==> config.mk <==
export PLATFORM = sky130hd
export DESIGN_NAME = bcd_sum_display
export DESIGN_NICKNAME = d
export VERILOG_FILES = /design/src/rtl/bcd_sum_pkg.sv /design/src/rtl/bcd_seg_decoder.sv /design/src/rtl/bcd_digit_adder.sv /design/src/rtl/carry_glyph.sv /design/src/rtl/bcd_sum_display.sv
export SDC_FILE = /design/constraint.sdc
export NUM_CORES = 1
export LEC_CHECK = 0
export ABC_AREA = 0
export CORE_MARGIN = 2
export CORE_UTILIZATION = 46
export DETAILED_ROUTE_END_ITERATION = 7
export GPL_ROUTABILITY_DRIVEN = 0
export PLACE_DENSITY_LB_ADDON = 0.12
export SYNTH_ARGS = -nofsm -noshare
export SYNTH_HDL_FRONTEND = slang
export SYNTH_SLANG_ARGS = --single-unit
==> constraint.sdc <==
create_clock -name vclk -period 8.5
set_clock_uncertainty 0.1 [all_clocks]
set_input_delay 0.85 -clock vclk [all_inputs]
set_output_delay 0.85 -clock vclk [all_outputs]
set_load 0.01 [all_outputs]
==> src/rtl/bcd_sum_pkg.sv <==
package bcd_sum_pkg;
  localparam int DIGIT_W = 4;
  localparam int SEG_W   = 7;

  typedef logic [DIGIT_W-1:0] digit_t;
  typedef logic [SEG_W-1:0]   seg_t;

  localparam seg_t SEG_DARK = 7'h7F;

  // true for codes 10..15
  function automatic logic above_nine(input digit_t d);
    return d[3] & (d[2] | d[1]);
  endfunction
endpackage

==> src/rtl/bcd_seg_decoder.sv <==
module bcd_seg_decoder
  import bcd_sum_pkg::*;
(
  input  digit_t digit_i,
  output seg_t   seg_no
);
  always_comb begin
    case (digit_i)
      4'd0:    seg_no = 7'h40;
      4'd1:    seg_no = 7'h79;
      4'd2:    seg_no = 7'h24;
      4'd3:    seg_no = 7'h30;
      4'd4:    seg_no = 7'h19;
      4'd5:    seg_no = 7'h12;
      4'd6:    seg_no = 7'h02;
      4'd7:    seg_no = 7'h78;
      4'd8:    seg_no = 7'h00;
      4'd9:    seg_no = 7'h10;
      default: seg_no = SEG_DARK;
    endcase
  end

  always_comb begin
    if (!above_nine(digit_i)) begin
      AST_SEG_LIT_DIGIT: assert ($countones(~seg_no) >= 2);
    end
  end
endmodule

==> src/rtl/bcd_digit_adder.sv <==
module bcd_digit_adder
  import bcd_sum_pkg::*;
(
  input  digit_t a_i,
  input  digit_t b_i,
  input  logic   c_i,
  output digit_t s_o,
  output logic   c_o
);
  logic [DIGIT_W:0] raw;
  logic             over;

  assign raw  = {1'b0, a_i} + {1'b0, b_i} + {{DIGIT_W{1'b0}}, c_i};
  // binary carry-out, or a 4-bit result in 10..15
  assign over = raw[DIGIT_W] | (raw[3] & (raw[2] | raw[1]));
  assign s_o  = raw[DIGIT_W-1:0] + (over ? 4'd6 : 4'd0);
  assign c_o  = over;

  always_comb begin
    if (!above_nine(a_i) && !above_nine(b_i)) begin
      AST_DIGIT_BALANCE: assert ((10 * int'(c_o) + int'(s_o)) ==
                                 (int'(a_i) + int'(b_i) + int'(c_i)));
      AST_DIGIT_RANGE: assert (!above_nine(s_o));
    end
  end
endmodule

==> src/rtl/carry_glyph.sv <==
module carry_glyph
  import bcd_sum_pkg::*;
(
  input  logic carry_i,
  output seg_t seg_no
);
  // glyph 0 or 1: right-hand pair always lit, middle always dark
  assign seg_no = {1'b1, carry_i, carry_i, carry_i, 1'b0, 1'b0, carry_i};

  always_comb begin
    AST_GLYPH_SHAPE: assert ($countones(~seg_no) == (carry_i ? 2 : 6));
  end
endmodule

==> src/rtl/bcd_sum_display.sv <==
module bcd_sum_display
  import bcd_sum_pkg::*;
#(
  parameter int DIGITS = 2
) (
  input  logic [DIGITS*DIGIT_W-1:0] a_digits,
  input  logic [DIGITS*DIGIT_W-1:0] b_digits,
  input  logic                      carry_in,
  output logic [DIGITS*DIGIT_W-1:0] sum_digits,
  output logic                      carry_out,
  output logic                      bad_digit,
  output logic [DIGITS*SEG_W-1:0]   sum_seg,
  output logic [SEG_W-1:0]          carry_seg,
  output logic [DIGITS*SEG_W-1:0]   a_seg,
  output logic [DIGITS*SEG_W-1:0]   b_seg
);
  localparam int OPER_DIGITS = 2 * DIGITS;

  logic [DIGITS:0]      chain;
  logic [OPER_DIGITS-1:0] digit_bad;

  assign chain[0] = carry_in;

  for (genvar gi = 0; gi < DIGITS; gi++) begin : g_pos
    digit_t a_d, b_d, s_d;

    assign a_d = a_digits[gi*DIGIT_W +: DIGIT_W];
    assign b_d = b_digits[gi*DIGIT_W +: DIGIT_W];
    assign sum_digits[gi*DIGIT_W +: DIGIT_W] = s_d;

    assign digit_bad[2*gi]   = above_nine(a_d);
    assign digit_bad[2*gi+1] = above_nine(b_d);

    bcd_digit_adder i_add (
      .a_i (a_d),
      .b_i (b_d),
      .c_i (chain[gi]),
      .s_o (s_d),
      .c_o (chain[gi+1])
    );

    bcd_seg_decoder i_sum_seg (.digit_i(s_d), .seg_no(sum_seg[gi*SEG_W +: SEG_W]));
    bcd_seg_decoder i_a_seg   (.digit_i(a_d), .seg_no(a_seg[gi*SEG_W +: SEG_W]));
    bcd_seg_decoder i_b_seg   (.digit_i(b_d), .seg_no(b_seg[gi*SEG_W +: SEG_W]));

    always_comb begin
      if (!bad_digit) begin
        AST_SUM_IN_RANGE: assert (!above_nine(s_d));
      end
    end
  end

  assign bad_digit = |digit_bad;
  assign carry_out = chain[DIGITS];

  carry_glyph i_glyph (.carry_i(carry_out), .seg_no(carry_seg));
endmodule

== Yosys cells after proc, flatten, opt, wreduce, memory -nomap -nowiden ==
Memory sizes are Yosys's and may differ from the RTL's.
Index checks and enable logic that the tools add are counted.
Storage, ports and cells
  flip-flop bits (word level): 0
  memory bits (read-only): 672
  bits of input ports: 17
  output and inout port bits: 59
  word-level logic and storage cells: 29
  memories kept: 6
Memory list
  (name not given): depth 16, width 7, rd ports 1, clocked after Yosys merged registers in 0, write ports 0, RTL line bcd_seg_decoder.sv:8  | case (digit_i)
  (name not given): depth 16, width 7, rd ports 1, clocked after Yosys merged registers in 0, write ports 0, RTL line bcd_seg_decoder.sv:8
  (name not given): depth 16, width 7, rd ports 1, clocked after Yosys merged registers in 0, write ports 0, RTL line bcd_seg_decoder.sv:8
  (name not given): depth 16, width 7, rd ports 1, clocked after Yosys merged registers in 0, write ports 0, RTL line bcd_seg_decoder.sv:8
  (name not given): depth 16, width 7, rd ports 1, clocked after Yosys merged registers in 0, write ports 0, RTL line bcd_seg_decoder.sv:8
  (name not given): depth 16, width 7, rd ports 1, clocked after Yosys merged registers in 0, write ports 0, RTL line bcd_seg_decoder.sv:8
Cells by class
  add/subtract/negate cells: 6
  multiplexer cells: 2
  bitwise operators: 14
  reduce and logical (&&, ||, !) cells: 1
Operator list (number)
  $add A4 B4 Y5: 2
  $add A5 B1 Y5: 2
  $add A4 B4 Y4: 2
  $or A1 B1 Y1: 8
  $and A1 B1 Y1: 6
  $mux W3: 2
  $reduce_or A4 Y1: 1

== Logic depth before layout (Yosys ltp) ==
An unclocked memory read counts as a cell.
  depth in word-level cells: 12
  depth in mapped cells: 22
  gate-level depth less buffers: 22

== Hierarchy ==
A second synthesis with hierarchy kept.
Unflattened totals
  cells, all modules: 272
  area, all modules: 1860.5 um2
Modules (own cells, without submodules)
  bcd_seg_decoder: times used 6, cells an instance 33, area each 210.2 um2, seq. area each 0.0 um2
  bcd_digit_adder: times used 2, cells an instance 30, area each 256.5 um2, seq. area each 0.0 um2
  carry_glyph: times used 1, cells an instance 9, area each 60.1 um2, seq. area each 0.0 um2
  bcd_sum_display: times used 1, cells an instance 5, area each 26.3 um2, seq. area each 0.0 um2

== Worst setup path after synthesis ==
No wires, ideal clock.
  path kind: input -> output
  start point: input a_digits[0]
  end point: output sum_seg[11]
  arrival time: 5.741 ns
  data required time: 7.550 ns
  setup slack: 1.809 ns
  stages on the path: 21
  buffers on the path: 0
  cell sequence: inv_1 > fa_1 > inv_1 > fa_1 > o211ai_1 > a21boi_0 > or3_1 > fa_1 > fa_1 > xnor2_1 > nor2b_1 > o31ai_1 > a211o_2 > ha_1 > inv_1 > fa_1 > xnor2_1 > or3_4 > nand2_2 > inv_1 > a31oi_1
Between the ends
  cells in the longest elaborated chain, start to end: 12
Ends and longest elaborated chain
  start, declared: RTL line bcd_sum_display.sv:6  | input logic [DIGITS*DIGIT_W-1:0] a_digits,
  $add A4 B4 Y5 *: RTL line bcd_digit_adder.sv:13  | assign raw = {1'b0, a_i} + {1'b0, b_i} + {{DIGIT_W{1'b0}}, c_i};
  $add A5 B1 Y5 *: RTL line bcd_digit_adder.sv:13
  $or A1 B1 Y1: RTL line bcd_digit_adder.sv:15  | assign over = raw[DIGIT_W] | (raw[3] & (raw[2] | raw[1]));
  $and A1 B1 Y1: RTL line bcd_digit_adder.sv:15
  $or A1 B1 Y1 *: RTL line bcd_digit_adder.sv:15
  $add A5 B1 Y5 *: RTL line bcd_digit_adder.sv:13
  $or A1 B1 Y1: RTL line bcd_digit_adder.sv:15
  $and A1 B1 Y1: RTL line bcd_digit_adder.sv:15
  $or A1 B1 Y1 *: RTL line bcd_digit_adder.sv:15
  net carry_out: RTL line bcd_sum_display.sv:10  | output logic carry_out,
  $mux W3 *: RTL line bcd_digit_adder.sv:16  | assign s_o = raw[DIGIT_W-1:0] + (over ? 4'd6 : 4'd0);
  $add A4 B4 Y4 *: RTL line bcd_digit_adder.sv:16
  net sum_digits[7]: RTL line bcd_sum_display.sv:9  | output logic [DIGITS*DIGIT_W-1:0] sum_digits,
  $mem_v2 Z16 W7 *
  end, declared: RTL line bcd_sum_display.sv:12  | output logic [DIGITS*SEG_W-1:0] sum_seg,
The timed path passes the listed nets; every way through them passes the cells marked *.

== Final worst setup path ==
  start point: input a_digits[0]
  end point: output sum_seg[12]
Between the ends
  cells in the longest elaborated chain, start to end: 12
Ends and longest elaborated chain (RTL line)
  $add A4 B4 Y5 *: bcd_digit_adder.sv:13
  $add A5 B1 Y5 *: bcd_digit_adder.sv:13
  $or A1 B1 Y1: bcd_digit_adder.sv:15
  $and A1 B1 Y1: bcd_digit_adder.sv:15
  $or A1 B1 Y1 *: bcd_digit_adder.sv:15
  $add A5 B1 Y5 *: bcd_digit_adder.sv:13
  $or A1 B1 Y1: bcd_digit_adder.sv:15
  $and A1 B1 Y1: bcd_digit_adder.sv:15
  $or A1 B1 Y1: bcd_digit_adder.sv:15
  $mux W3: bcd_digit_adder.sv:16
  $add A4 B4 Y4 *: bcd_digit_adder.sv:16
  $mem_v2 Z16 W7 *
Every way passes the cells marked *; elsewhere a longest branch is shown, timed or not.

==> qor.txt <==
RSZ-0062 raised after global routing: no
Layout cells sized above 1: 3.09%
Area Overhead vs Synth: 39.4%
Critical Path AT: 7.15 ns
Crit Path Category: in -> out
Post-synthesis xor/xnor area fraction: 5.43%
Max-slew violation count: 0
Pre-CTS setup slack: 0.444 ns
Post-synthesis simple-gate area fraction: 26.2%
Final hold violations: 0
Sequential share of power: 0%
Sequential Area: 0 µm²
Maximum VDD drop: 0.204 mV
Post-Syn Instances: 266
# Post-CTS Setup Buffers: 0
Routed wire per std cell: 11.7 µm
Sw Pwr: 0.238 mW
Fmax: 123 MHz
Final setup vio count: 0
P per Cell Area: 199 mW/mm²
Residual DRC: 0
Distinct cell type count after synthesis: 39
Initial antenna violation count: 0
First-pass GRT wire length: 7.13 mm
Core Util, Final: 67.4%
Largest family of logic cells by synthesized area: adder cells
Sequential cell area fraction in the yosys report: 0%
Largest net degree at the start of global routing: 14
Post-synthesis mux area share: 0%
Post-DRT Antenna Nets: 0
Clock Power Share: 0%
Worst Setup EP: sum_seg[12]
Synth warn: 0
CP Max Fanout: 6
Antenna Cells: 0
Setup crit start kind: input pin
Core Box Area: 0.00372 mm²
Clkbuf count: 0
Synth Area in Compound Gates: 25.1%
Synthesized cell area: 0.00180 mm²
Post_cts resized: 0
Sw frac: 47.7%
Final Worst Setup Slack: 0.403 ns
Hpwl dp: 3.56 mm
Logic pwr share: 100.0%
Global-route usage over all layers: 19.2%
# hold bufs at CTS: 0
GRT overflow: 0
DRT Pass-1 Iters: 4
Tot Pwr: 0.498 mW
Port-buffer cells: 73
Die X-Extent: 66.5 µm
Fillers: 331
Drt total wl: 4.35 mm
Starting Density: 48.4%
Setup TNS: 0 ns
Type of the most critical hold path: in -> out
Vias per cell: 5.27
Die area: 0.00442 mm²
Adder-cell share of the synthesized area: 33.1%
Internal power: 0.260 mW
Status: finished clean
Initial DRC Count: 131
WP data required: 7.55 ns
CP Launch Point: a_digits[0]
Mapped Avg Cell Area: 6.76 µm²
Total Nets Final: 387
Via count: 1959
Final worst path period share: 95.3%
I/O pins: 76
Max_cap viols: 0
CP endpoint kind: output port
# rows: 22
Seq Cell Count: 0
Die Height: 66.5 µm
Hold Slack: 2.82 ns
Multi-input logic area: 0.00163 mm²
Leakage: 1.15 nW
Vias in the first global route: 1710
Post-layout min period: 8.10 ns
## logic make-up (layout without fill, tap and decap cells)
group | after synthesis | after routing
XOR/XNOR | 8 | 8
other | 2 | 3
buffers and inverters | 40 | 97
adder cells (fa/ha/maj) | 44 | 44
AO/OA/AOI/OAI | 75 | 75
AND/OR/NAND/NOR | 97 | 97
## synth_stat cells, types with 4 or more instances
library cell  instances  area [µm²]
ha_1                 38         475
a21oi_1              37         185
nor2_1               37         139
inv_1                24        90.1
nand2_1              21        78.8
nand2b_1             12        75.1
o21ai_0              11        55.1
clkbuf_1              9        33.8
nor2b_1               8        50.1
buf_4                 7        52.6
fa_1                  6         120
a31oi_1               5        31.3
o2111ai_1             4        35.0
or2_2                 4        25.0
## final cells by class
class,instances,share of cell area [%]
multi-input combinational,227,64.9
timing repair buffer,73,29.2
inverter,24,3.59
tap,48,2.40
## worst min path at each step
stage,startpoint,depth (start not counted),end,slack [ns]
2_1_floorplan,a_digits[1],2,a_seg[1],1.77
3_3_place_gp,a_digits[0],6,a_seg[4],2.82
3_5_place_dp,a_digits[0],6,a_seg[4],2.83
4_1_cts,a_digits[0],6,a_seg[4],2.84
5_1_grt,b_digits[6],4,b_seg[11],2.89
6_report,a_digits[0],6,a_seg[4],2.82
## power by group through the flow
stage | clock network [mW] | logic, mW | registers [mW]
2_1_floorplan | 0 | 0.285 | 0
3_5_place_dp | 0 | 0.497 | 0
5_1_grt | 0 | 0.546 | 0
4_1_cts | 0 | 0.500 | 0
3_3_place_gp | 0 | 0.495 | 0
6_report | 0 | 0.498 | 0
## cells in the final DEF, fill, tap and decap left out, drive strengths merged, types with 4 or more instances in the layout
cell,instances
a21oi,37
a31oi,5
clkdlybuf4s50,73
fa,6
ha,38
inv,24
nand2,22
nand2b,12
nor2,37
nor2b,8
o2111ai,4
o21ai,14
or2,4
## worst max-delay path, cell delays in order
cell and delay (ns):
clkdlybuf4s50_1 0.53, inv_1 0.12, fa_1 0.47, inv_1 0.09, fa_1 0.45, o211ai_1 0.20
a21boi_0 0.13, or3_1 0.37, fa_1 0.44, fa_1 0.42, xnor2_1 0.17, nor2b_1 0.16
o31ai_1 0.27, a211o_2 0.24, ha_1 0.16, inv_1 0.05, fa_1 0.40, xnor2_1 0.37
o21ai_1 0.26, and4_4 0.26, a311oi_2 0.17, clkdlybuf4s50_1 0.57
## metal layers
layer	vias to the layer above	GRT usage, %	share of wire [%]
li1	1019	-	-
met1	881	27.2	47
met2	59	34.0	48
met3	0	0.338	5.2
met4	0	1.02	0
met5	-	0	0
## through the flow
stage | std cells | instance area, µm²
after detailed placement | 372 | 2510
after global routing | 372 | 2510
final | 372 | 2510
after CTS | 372 | 2510
after floorplan | 267 | 1800
after global placement | 372 | 2510
Note: power is estimated with default switching activity, not from simulation.
